**src/rtl/qdac_pkg.sv**
```systemverilog
package qdac_pkg;
    typedef enum logic [1:0] {
        ST_IDLE  = 2'd0,
        ST_SHIFT = 2'd1,
        ST_EXEC  = 2'd2
    } fsm_e;

    typedef enum logic [1:0] {
        OP_BCAST_NOP = 2'b00,
        OP_PRELOAD   = 2'b01,
        OP_XFER      = 2'b10,
        OP_DIRECT    = 2'b11
    } op_e;
endpackage

```
**src/rtl/qdac_sync.sv**
```systemverilog
module qdac_sync #(
    parameter int         W   = 1,
    parameter logic [W-1:0] RST = '0
) (
    input  logic         clk,
    input  logic         rst_n,
    input  logic [W-1:0] d,
    output logic [W-1:0] q
);
    logic [W-1:0] meta_q;
    logic [W-1:0] sync_q;

    always_ff @(posedge clk) begin
        if (!rst_n) begin
            meta_q <= RST;
            sync_q <= RST;
        end else begin
            meta_q <= d;
            sync_q <= meta_q;
        end
    end

    assign q = sync_q;
endmodule

```
**src/rtl/qdac_shifter.sv**
```systemverilog
module qdac_shifter #(
    parameter int WORD = 12
) (
    input  logic            clk,
    input  logic            rst_n,
    input  logic            shift_en,
    input  logic            fall_en,
    input  logic            bit_in,
    input  logic            mode_rise,
    output logic [WORD-1:0] word_o,
    output logic            dout_o
);
    logic [WORD-1:0] sr_q;
    logic            out_bit_q;
    logic            fall_out_q;

    always_ff @(posedge clk) begin
        if (!rst_n) begin
            sr_q       <= '0;
            out_bit_q  <= 1'b0;
            fall_out_q <= 1'b0;
        end else begin
            if (shift_en) begin
                sr_q      <= {sr_q[WORD-2:0], bit_in};
                out_bit_q <= sr_q[WORD-1];
            end
            if (fall_en) begin
                fall_out_q <= out_bit_q;
            end
        end
    end

    assign word_o = sr_q;
    assign dout_o = mode_rise ? out_bit_q : fall_out_q;
endmodule

```
**src/rtl/qdac_regs.sv**
```systemverilog
module qdac_regs
    import qdac_pkg::*;
#(
    parameter int NCH = 4,
    parameter int DW  = 8
) (
    input  logic              clk,
    input  logic              rst_n,
    input  logic              exec,
    input  logic [3:0]        cmd,
    input  logic [DW-1:0]     data,
    input  logic              clr_n,
    input  logic              ld_n,
    output logic [NCH*DW-1:0] dac_o,
    output logic              mode_rise
);
    logic [NCH-1:0][DW-1:0] in_q;
    logic [NCH-1:0][DW-1:0] dac_q;
    logic                   mode_q;
    logic [1:0]             sel;
    op_e                    op;

    assign sel = cmd[3:2];
    assign op  = op_e'(cmd[1:0]);

    always_ff @(posedge clk) begin
        if (!rst_n) begin
            in_q   <= '0;
            dac_q  <= '0;
            mode_q <= 1'b1;
        end else if (!clr_n) begin
            in_q  <= '0;
            dac_q <= '0;
        end else if (!ld_n) begin
            dac_q <= in_q;
        end else if (exec) begin
            unique case (op)
                OP_PRELOAD: in_q[sel] <= data;
                OP_DIRECT: begin
                    in_q[sel]  <= data;
                    dac_q[sel] <= data;
                end
                OP_BCAST_NOP: begin
                    if (!cmd[2]) begin
                        for (int i = 0; i < NCH; i++) dac_q[i] <= data;
                    end
                end
                OP_XFER: begin
                    dac_q <= in_q;
                    if (cmd[3]) mode_q <= cmd[2];
                end
                default: ;
            endcase
        end
    end

    assign dac_o     = dac_q;
    assign mode_rise = mode_q;
endmodule

```
**src/rtl/quad_dac_cmd_if.sv**
```systemverilog
module quad_dac_cmd_if
    import qdac_pkg::*;
#(
    parameter int NCH = 4,
    parameter int DW  = 8
) (
    input  logic              clk,
    input  logic              rst_n,
    input  logic              sclk_i,
    input  logic              cs_n_i,
    input  logic              din_i,
    input  logic              load_n_i,
    input  logic              clear_n_i,
    output logic              dout_o,
    output logic [NCH*DW-1:0] dac_codes_o
);
    localparam int WORD = DW + 4;

    logic [4:0]      syn;
    logic            s_sclk, s_cs_n, s_din, s_ld_n, s_clr_n;
    logic            prev_sclk_q;
    logic            sclk_rise, sclk_fall;
    logic            shift_en, fall_en, exec_p;
    logic            mode_rise;
    logic [WORD-1:0] word_q;
    fsm_e            state_q, state_d;

    qdac_sync #(.W(5), .RST(5'b11010)) u_sync (
        .clk   (clk),
        .rst_n (rst_n),
        .d     ({clear_n_i, load_n_i, din_i, cs_n_i, sclk_i}),
        .q     (syn)
    );

    assign s_sclk  = syn[0];
    assign s_cs_n  = syn[1];
    assign s_din   = syn[2];
    assign s_ld_n  = syn[3];
    assign s_clr_n = syn[4];

    always_ff @(posedge clk) begin
        if (!rst_n) prev_sclk_q <= 1'b0;
        else        prev_sclk_q <= s_sclk;
    end

    assign sclk_rise = s_sclk & ~prev_sclk_q;
    assign sclk_fall = ~s_sclk & prev_sclk_q;

    always_ff @(posedge clk) begin
        if (!rst_n) state_q <= ST_IDLE;
        else        state_q <= state_d;
    end

    always_comb begin
        state_d = state_q;
        unique case (state_q)
            ST_IDLE:  if (!s_cs_n) state_d = ST_SHIFT;
            ST_SHIFT: if (s_cs_n)  state_d = ST_EXEC;
            ST_EXEC:               state_d = ST_IDLE;
            default:               state_d = ST_IDLE;
        endcase
    end

    always_comb begin
        shift_en = 1'b0;
        fall_en  = 1'b0;
        exec_p   = 1'b0;
        unique case (state_q)
            ST_IDLE: ;
            ST_SHIFT: begin
                shift_en = sclk_rise & ~s_cs_n;
                fall_en  = sclk_fall & ~s_cs_n;
            end
            ST_EXEC:  exec_p = 1'b1;
            default: ;
        endcase
    end

    qdac_shifter #(.WORD(WORD)) u_shift (
        .clk       (clk),
        .rst_n     (rst_n),
        .shift_en  (shift_en),
        .fall_en   (fall_en),
        .bit_in    (s_din),
        .mode_rise (mode_rise),
        .word_o    (word_q),
        .dout_o    (dout_o)
    );

    qdac_regs #(.NCH(NCH), .DW(DW)) u_regs (
        .clk       (clk),
        .rst_n     (rst_n),
        .exec      (exec_p),
        .cmd       (word_q[WORD-1:WORD-4]),
        .data      (word_q[DW-1:0]),
        .clr_n     (s_clr_n),
        .ld_n      (s_ld_n),
        .dac_o     (dac_codes_o),
        .mode_rise (mode_rise)
    );
endmodule

```
**config.mk**
```make
export PLATFORM = sky130hd
export DESIGN_NAME = quad_dac_cmd_if
export DESIGN_NICKNAME = d
export VERILOG_FILES = /design/src/rtl/qdac_pkg.sv /design/src/rtl/qdac_sync.sv /design/src/rtl/qdac_shifter.sv /design/src/rtl/qdac_regs.sv /design/src/rtl/quad_dac_cmd_if.sv
export SDC_FILE = /design/constraint.sdc
export NUM_CORES = 1
export LEC_CHECK = 0
export ABC_AREA = 0
export BUFFER_PORTS_ARGS = -buffer_cell sky130_fd_sc_hd__buf_2
export CELL_PAD_IN_SITES_DETAIL_PLACEMENT = 1
export CELL_PAD_IN_SITES_GLOBAL_PLACEMENT = 1
export CORE_MARGIN = 1.5
export CORE_UTILIZATION = 45
export DETAILED_ROUTE_END_ITERATION = 7
export GPL_TIMING_DRIVEN = 0
export PLACE_DENSITY_LB_ADDON = 0.2
export SETUP_SLACK_MARGIN = 0.5
export SLEW_MARGIN = 10
export SYNTH_ARGS = -nofsm -noshare
export SYNTH_HDL_FRONTEND = slang
export SYNTH_HIERARCHICAL = 1
export SYNTH_SLANG_ARGS = --single-unit
```
**constraint.sdc**
```tcl
create_clock -name clk -period 3.3 [get_ports clk]
set_input_delay 0.165 -clock clk [delete_from_list [all_inputs] [get_ports clk]]
set_output_delay 0.165 -clock clk [all_outputs]
set_load 0.05 [all_outputs]
```
# Word-level counts from Yosys, hierarchy flattened
# Cells that the tools add are included.
[totals] out_inout_bits=33 mem_count=0 latchBits=0 mem_bits_ro=0 in_bits=7 ff_bits=92 mem_bits_rw=0
[classes] add_sub_neg=0 order_cmp=2 multipliers=0 n_shift=0 n_mux=15 eq_ne=10 n_bitwise=7 div=0 n_reduce_logical=9
[op_table] operator="32-bit 2-to-1 mux" count=3
[op_table] operator="32-bit case mux with 3 select lines" count=1
[op_table] operator="32-bit bitwise mux" count=2
[op_table] operator="8-bit demux with 2-bit select" count=1
[op_table] operator="8-bit 2-to-1 mux" count=1
[op_table] operator="2-bit equality test, second input constant" count=3
[op_table] operator="3-bit AND reduction" count=2
[op_table] operator="5-bit AND reduction" count=1
[op_table] operator="1-bit bitwise AND" count=4
[op_table] operator="2-bit by 1-bit equality test with 1-bit output, second input constant" count=2
[op_table] operator="2-bit zero test" count=2
[op_table] operator="1-bit 2-to-1 mux" count=4
[op_table] operator="2-bit 2-to-1 mux" count=2
[op_table] operator="2-bit inequality test, second input constant" count=2
[op_table] operator="4-bit by 1-bit inequality test with 1-bit output, second input constant" count=1
[op_table] operator="2-bit case mux with 2 select lines" count=1
[op_table] operator="2-bit AND reduction" count=2
[op_table] operator="2-bit by 3-bit < comparator with 1-bit output, second input constant" count=1
[op_table] operator="3-bit inequality test, second input constant" count=1
[op_table] operator="1-bit inverter" count=3
[op_table] operator="2-bit by 1-bit >= comparator with 1-bit output, second input constant" count=1
[op_table] operator="2-bit by 1-bit inequality test with 1-bit output, second input constant" count=1
[op_table] operator="2-bit OR reduction" count=1
[op_table] operator="1-bit logical AND" count=1

# Longest topological paths before layout
# Gate-level depths: netlist of run 1.
[depth] ltp_word=8 ltp_mapped=6 ltp_nobuf=5

# Cells and area by module
# The synthesis of run 1 kept the hierarchy.
[by_module_without_submodules] mod="qdac_regs" instances=1 area_each_um2=2743.9 seq_area_each_um2=1301.2 cells_per_inst=287
[by_module_without_submodules] mod="qdac_shifter" instances=1 area_each_um2=554.3 seq_area_each_um2=280.3 cells_per_inst=46
[by_module_without_submodules] mod="qdac_sync" instances=1 area_each_um2=262.8 seq_area_each_um2=200.2 cells_per_inst=20
[by_module_without_submodules] mod="quad_dac_cmd_if" instances=1 area_each_um2=125.1 seq_area_each_um2=60.1 cells_per_inst=10

# Worst setup path before layout of run 1
# Ideal clock, no wire load.
[synth_timing] path_type="register -> register" startpoint="register state_q[1]" endpoint="register u_regs.dac_q, in the netlist u_regs/dac_o[10]" stages_incl_launch_ff=7 required_time_ps=3214 t_arrival_ps=1550 path_slack_ps=1664 path_cell_list="dfxtp_1 > nor2b_1 > inv_1 > a211o_1 > and2_0 > buf_2 > a211oi_1"
[synth_via] elab_chain_len=4
[synth_rtl] item="from (decl)" line="quad_dac_cmd_if.sv:26" rtl="fsm_e state_q, state_d;"
[synth_rtl] item="from (signal assigned)" line="quad_dac_cmd_if.sv:51" rtl="else state_q <= state_d;"
[synth_rtl] item="2-bit equality test" line="quad_dac_cmd_if.sv:68" rtl="unique case (state_q)"
[synth_rtl] item="1-bit 2-to-1 mux" line="quad_dac_cmd_if.sv:68"
[synth_rtl] item="via exec_p" line="quad_dac_cmd_if.sv:23" rtl="logic shift_en, fall_en, exec_p;"
[synth_rtl] item="2-bit inequality test (no line)"
[synth_rtl] item="3-bit AND reduction (no line)"
[synth_rtl] item="to (signal assigned)" line="qdac_regs.sv:35" rtl="dac_q <= in_q;"
[synth_rtl] item="to (signal, indexed assignment)" line="qdac_regs.sv:41" rtl="dac_q[sel] <= data;"
[synth_rtl] item="to (signal assigned)" line="qdac_regs.sv:49" rtl="dac_q <= in_q;"
[synth_rtl] item="to (decl)" line="qdac_regs.sv:18" rtl="logic [NCH-1:0][DW-1:0] dac_q;"
# The timed path passes the listed nets, and every way through them passes these cells.
# A chain may end at the register's enable or synchronous reset.

# Final worst setup path of run 1
[layout_timing] startpoint="register state_q[1]" endpoint="register u_regs.dac_q, in the netlist u_regs/dac_o[28]"
# The elaborated chain is that of the path after synthesis.

==> results of run 1 <==
## power breakdown
group	switching (mW)	internal (mW)
Clock	0.394	0.427
Combinational	0.142	0.0514
Sequential	0.0127	1.14
## cell type report
| cell class | instances | area, µm² | share of cell area (%) |
|---|---|---|---|
| multi-input combinational | 234 | 1670 | 39.3 |
| sequential | 92 | 1840 | 43.3 |
| clock inverter | 6 | 88.8 | 2.09 |
| tap | 102 | 128 | 3.00 |
| inverter | 18 | 67.6 | 1.59 |
| timing repair buffer | 42 | 225 | 5.29 |
| buffer | 19 | 106 | 2.50 |
| clock buffer | 10 | 128 | 3.00 |
## cell families (layout without fill, tap and decap cells)
logic type / count (synthesis) / after routing / share of synthesized area [%]
AO/OA/AOI/OAI: 78 / 78 / 16.7
buffers and inverters: 37 / 95 / 4.72
flip-flops: 92 / 92 / 50.0
multiplexers: 47 / 47 / 12.8
AND/OR/NAND/NOR: 109 / 109 / 15.8
## cell usage after synthesis (2+ instances only)
cell,n,area share (%)
nand2_1,4,0.41
nor2_2,4,0.68
and2_1,13,2.2
dfxtp_1,92,50
nand2b_1,11,1.9
nor2_1,48,4.9
buf_2,3,0.41
a221oi_1,16,3.8
o21ai_0,17,2.3
mux2i_1,46,12
o22ai_1,4,0.68
a211oi_1,16,3.3
nor2b_1,15,2.5
nor3b_2,2,0.68
a21boi_0,2,0.41
inv_1,18,1.8
clkbuf_1,13,1.3
a222oi_1,16,4.3
or3b_1,2,0.48
and2_0,2,0.34
buf_6,2,0.61
## registers in the layout, indices dropped and copies added (netlist names)
signal and cells:
u_regs/dac_o 32, u_regs/in_q 32, u_shift/word_o 12, u_sync/meta_q 5, u_sync/q 5, state_q 2
prev_sclk_q 1, u_regs/mode_rise 1, u_shift/fall_out_q 1, u_shift/out_bit_q 1
## stage by stage
step	cell area (µm²)	util, %
2_1_floorplan	3690	-
3_3_place_gp	4010	51.1
3_5_place_dp	4010	51.1
4_1_cts	4260	54.2
5_1_grt	4260	54.2
6_report	4260	54.2
## timing repair
| item | CTS | global route |
|---|---|---|
| hold endpoints to repair | 3 | 0 |
| hold buffers | 3 | 0 |
| buffers inserted | 0 | 0 |
## routing by layer
layer	wire length [µm]	part of all wire [%]	vias up	track usage [%]
met5	0	0	-	0
met4	174	1.8	0	9.60
met3	521	5.4	15	3.98
met2	4670	48	92	39.9
met1	4310	45	1482	31.6
li1	-	-	1423	-
## worst max path at each step
stage	from	to	slack, ns
floorplan	state_q[1]	u_regs/dac_o[10]	1.66
global placement	state_q[1]	u_regs/dac_o[31]	1.19
detailed placement	state_q[1]	u_regs/dac_o[28]	1.03
CTS	state_q[1]	u_regs/dac_o[28]	1.01
global route	state_q[1]	u_regs/dac_o[28]	0.78
finish	state_q[1]	u_regs/dac_o[28]	1.08
==> qor.yml, run 1 <==
run_status:
  status: "finished clean"
hold_path:
  min_path_cells: 2
  hp-class: "input pin to flip-flop"
  hold_end: "u_sync/meta_q[0]"
  min_from: "sclk_i"
worst_setup_path:
  critical_path_class: "flip-flop to flip-flop"
  path_cells: "nor2b_1 > inv_1 > o31ai_1 > o21ai_0 > nor2_1"
  crit_family: "compound AO/OA/AOI/OAI gates"
  reg2reg_from: "state_q[1]"
  worst_path_largest_cell_delay_ns: 0.86
  r2r-end: "u_regs/dac_o[28]"
  crit_slowest_cell: "o31ai_1"
  endpoint_kind: "flip-flop"
  cp_max_fo: 8
  start_kind: "flip-flop"
  cp_data_required_time_ns: 3.58
  crit_arrival_ns: 2.50
  path_depth: 5
  r2r_slack_ns: 1.08
  reg2reg_depth: 5
  worst-path-buf-inv: 1
power:
  ir_drop_mv: 0.253
  power.total_mw: 2.16
  cellPowerDensity_nw_per_um2: 508
  p_leak_nw: 1.61
clocking:
  clk_pin_slew_worst_paths_ns: 0.09
  cts.sinks: 92
  cts-root-buf: "clkbuf_8"
  clock_latency_ns: 0.35
  cts_tree: "yes"
  cts_buffer_depth: 2
  cts_buffers: 9
  cts-resized-gates: 0
  htree_num_levels: 3
timing:
  slew_headroom_pct: 35.2
  rsz0062_at_grt: "no"
  setup_ws_ns: 1.08
  worstMarginPinSlew_ns: 0.963
  fin_hold_ws_ns: 0.0138
  period_needed_ns: 2.22
  hold_viol: 0
  fin_crit_sh_pct: 67.3
  fin_tns_setup_ns: 0
  slew_violations: 0
  max_freq_ghz: 0.450
  fin_skew_ns: 0.00951
  setup_violations: 0
finish:
  nets: 423
  flow.area_growth_from_synthesis_pct: 15.4
  fin_cells: 523
  drive_above_1_share_pct: 17.3
  layout_commonest_cell: "dfxtp_1"
  final_cell_mix: "dfxtp_1 (92), nor2_1 (48), mux2i_1 (46)"
  diodes: 0
  fill_cells: 907
route:
  first_iter_violations: 243
  drt_pre_antenna_iters: 6
  drt-total-wl_um: 9680
  wl_per_cell_um: 18.5
  ant_nets: 0
  vias: 3012
  route.detailed.drc: 0
  viasPerCell: 5.76
floorplan:
  coreArea_um2: 7850
  boundaryPins: 40
  die_x_um: 93.5
  die-area_um2: 8740
  start_util_pct: 47.0
  rows: 32
  die_height_um: 93.5
synthesis:
  ys_warn_count: 6
  synth-async-reset-ratio_pct: 0
  synth-edff-count: 0
  ys_seq_elements: 92
  ys_types: 38
  syn_inst: 363
  avgSynthCellArea_um2: 10.2
  syn-cell-area_um2: 3690
  syn_nets: 370
  yosysSeqAreaShare_pct: 50.0
  ys.flop_type: "dfxtp_1"
global_routing:
  grt_overflow: 0
  grt_max_degree: 22
  track_usage_pct: 24.3
  grt_pass1_vias: 3092
  antenna_found_initial: 0
  grt_pass1_wl_um: 16100
place:
  place_ws_ns: 1.03
  port_buffers: 39
  post-dp-hpwl_um: 6640
  routabilityCongestion: 0.830
  dp.cells: 504
flow_run:
  drv_cap: 0
(Power assumes the default switching activity.)
==> run 2: changes to the inputs <==
Settings changed: ABC_AREA 0 to 1, CORE_UTILIZATION 45 to 38.
Clock period 3.3 ns to 2 ns, I/O delays scaled along.
==> qor.yml, run 2 <==
worst_setup_path:
  crit_family: "flip-flops"  # was compound AO/OA/AOI/OAI gates
  cp_data_required_time_ns: 2.28  # was 3.58 ns
  worst-path-buf-inv: 0  # was 1
  critical_path_class: "flip-flop to flip-flop"  # unchanged
  start_kind: "flip-flop"  # unchanged
  endpoint_kind: "flip-flop"  # unchanged
  crit_arrival_ns: 1.73  # was 2.50 ns
  setup.worst_path.start: "u_shift/word_o[4]"  # was state_q[1]
  crit_slowest_cell: "dfxtp_1"  # was o31ai_1
  reg2reg_from: "u_shift/word_o[4]"  # was state_q[1]
  cp_max_fo: 8  # unchanged
  path_cells: "nand2_1 > o21ai_2 > nand2_1 > nand2_1 > nor2_1 > nor2_1"  # was nor2b_1 > inv_1 > o31ai_1 > o21ai_0 > nor2_1
  worst_path_largest_cell_delay_ns: 0.62  # was 0.86 ns
  critPathMostFrequentCell: "nand2_1"
power:
  p_sw_share_pct: 25.1  # was 25.4%
  combPwrFrac_pct: 9.8  # was 8.9%
  clockPowerShare_pct: 43.3  # was 37.9%
  cellPowerDensity_nw_per_um2: 769  # was 508 nW/µm²
  power.internal_mw: 3.02  # was 1.61 mW
  ir_drop_mv: 0.374  # was 0.253 mV
  p_seq_share_pct: 46.9  # was 53.1%
  p_switching_mw: 1.01  # was 548 µW
  p_leak_nw: 2.69  # was 1.61 nW
global_routing:
  grt_overflow: 0  # unchanged
  grt_pass1_vias: 4212  # was 3092
  antenna_found_initial: 0  # unchanged
  grt_pass1_wl_um: 20700  # was 16100 µm
  track_usage_pct: 23.0  # was 24.3%
  grt_max_degree: 15  # was 22
timing:
  slew_headroom_pct: 67.4  # was 35.2%
  fin_skew_ns: 0.00716  # was 0.00951 ns
  slew_violations: 0  # unchanged
  worstMarginPinSlew_ns: 0.489  # was 0.963 ns
  rsz0062_at_grt: "yes"  # was no
  hold_viol: 0  # unchanged
  period_needed_ns: 1.45  # was 2.22 ns
  setup_violations: 0  # unchanged
  setup_ws_ns: 0.545  # was 1.08 ns
  fin_tns_setup_ns: 0  # unchanged
  fin_crit_sh_pct: 72.7  # was 67.3%
  max_freq_ghz: 0.687  # was 0.450 GHz
finish:
  fill_cells: 1481  # was 907
  multiInputGateArea_um2: 2090  # was 1670 µm²
  seq_area_um2: 1860  # was 1840 µm²
  nets: 741  # was 423
  final_cell_mix: "nand2_1 (225), nor2_1 (161), dfxtp_1 (81)"  # was dfxtp_1 (92), nor2_1 (48), mux2i_1 (46)
  final_core_util_pct: 47.8  # was 54.2%
  flow.area_growth_from_synthesis_pct: 21.2  # was 15.4%
  layout_commonest_cell: "nand2_1"  # was dfxtp_1
  drive_above_1_share_pct: 17.9  # was 17.3%
  diodes: 0  # unchanged
floorplan:
  die_x_um: 110  # was 93.5 µm
  boundaryPins: 40  # unchanged
  start_util_pct: 39.5  # was 47.0%
  rows: 38  # was 32
  die_height_um: 110  # was 93.5 µm
  coreArea_um2: 11000  # was 7850 µm²
  die-area_um2: 12100  # was 8740 µm²
synthesis:
  ys_warn_count: 6  # unchanged
  synth_area_leaders: "dfxtp_1 (42%), nand2_1 (20%), nor2_1 (14%)"  # was dfxtp_1 (50%), mux2i_1 (12%), nor2_1 (4.9%)
  synth_top_area_share_pct: 42.5  # was 50.0%
  yosysSeqAreaShare_pct: 42.5  # was 50.0%
  ys_seq_elements: 92  # unchanged
  yosysMostFrequentCell: "nand2_1"  # was dfxtp_1
  syn-cell-area_um2: 4330  # was 3690 µm²
  yosysTopAreaCell: "dfxtp_1"  # unchanged
  synth-async-reset-ratio_pct: 0  # unchanged
  ys_types: 23  # was 38
  synthTopCellsByCount: "nand2_1 (227), nor2_1 (163), dfxtp_1 (92), inv_1 (65), o21ai_0 (62)"  # was dfxtp_1 (92), nor2_1 (48), mux2i_1 (46), inv_1 (18), o21ai_0 (17)
  ys.flop_type: "dfxtp_1"  # unchanged
  syn_inst: 667  # was 363
  avgSynthCellArea_um2: 6.50  # was 10.2 µm²
  syn_nets: 674  # was 370
  synth-edff-count: 0  # unchanged
route:
  viasPerCell: 4.70  # was 5.76
  vias: 4131  # was 3012
  ant_nets: 0  # unchanged
  wl_per_cell_um: 14.5  # was 18.5 µm
  drt-total-wl_um: 12800  # was 9680 µm
  first_iter_violations: 170  # was 243
  drt_pre_antenna_iters: 4  # was 6
  route.detailed.drc: 0  # unchanged
place:
  port_buffers: 39  # unchanged
  post-dp-hpwl_um: 8900  # was 6640 µm
  routabilityCongestion: 0.896  # was 0.830
  place_ws_ns: 0.374  # was 1.03 ns
clocking:
  clock_latency_ns: 0.34  # was 0.35 ns
  clk_pin_slew_worst_paths_ns: 0.07  # was 0.09 ns
  cts_buffers: 9  # unchanged
  cts_tree: "yes"  # unchanged
  cts.sinks: 92  # unchanged
  cts-root-buf: "clkbuf_16"  # was clkbuf_8
  htree_num_levels: 3  # unchanged
  cts_buffer_depth: 2  # unchanged
run_status:
  status: "finished clean"  # unchanged
hold_path:
  min_from: "rst_n"  # was sclk_i
  hp-class: "input pin to flip-flop"  # unchanged
flow_run:
  drv_cap: 0  # unchanged
[run 2: cell types whose count changed after synthesis, moves of 45 or more]
cell / delta
inv_1: +47
mux2i_1: -46
nand2_1: +223
nor2_1: +115
o21ai_0: +45
[run 2: per-stage QoR]
step | hold slack, ns | instances | total power [mW] | instance area [µm²]
2_1_floorplan | 0.185 | 667 | 2.22 | 4330
3_3_place_gp | 0.269 | 846 | 2.31 | 4700
3_5_place_dp | 0.281 | 846 | 2.32 | 4700
4_1_cts | 0.0713 | 871 | 4.09 | 5110
5_1_grt | 0.0861 | 879 | 4.20 | 5250
6_report | 0.0885 | 879 | 4.04 | 5250
[run 2: cells by family (layout without fill, tap and decap cells)]
kind of cell,Yosys count,in the layout,share of synthesized area (%)
DFF,92,92,42.5
buffers and inverters,97,169,10.6
AOI/OAI and AO/OA,67,67,7.88
and+or+nand+nor,411,411,39.1
[run 2: worst paths after layout]
| kind | endpoint | slack (ns) | cells after the start |
|---|---|---|---|
| setup reg to reg | u_regs/dac_o[4] | 0.55 | 6 |
| hold / removal | u_regs/mode_rise | 0.09 | 2 |
| hold reg to reg | u_sync/q[1] | 0.40 | 2 |
| setup / recovery | u_regs/dac_o[4] | 0.55 | 6 |
[run 2: metal layers]
layer | GRT usage [%] | part of all wire (%) | vias up
met5 | 0 | 0 | -
met4 | 9.74 | 1.8 | 0
met3 | 3.38 | 1.9 | 13
met2 | 39.8 | 50 | 40
met1 | 28.2 | 47 | 1940
li1 | - | - | 2138
[run 2: final cells by class]
| class | instances | share of cell area (%) |
|---|---|---|
| Inverter | 74 | 5.38 |
| Sequential cell | 92 | 35.4 |
| Timing Repair Buffer | 56 | 6.72 |
| Multi-Input combinational cell | 478 | 39.8 |
| Buffer | 23 | 3.64 |
| Tap cell | 140 | 3.33 |
| Clock inverter | 4 | 0.905 |
| Clock buffer | 12 | 4.88 |
[run 2: what timing repair did]
action,4_1_cts,5_1_grt
hold buffers,5,0
cloned,0,1
pin swaps,3,9
buffers inserted,4,7
gates resized for setup,14,31
endpoints found under the setup margin,32,64
endpoints found under the hold margin,5,0
[run 2: power groups by stage]
stage               Clock, mW  Sequential [mW]  Combinational, mW
floorplan                   0             2.05              0.171
global placement            0             1.93              0.371
detailed placement          0             1.94              0.382
CTS                      1.80             1.90              0.392
global route             1.87             1.90              0.438
finish                   1.75             1.89              0.396
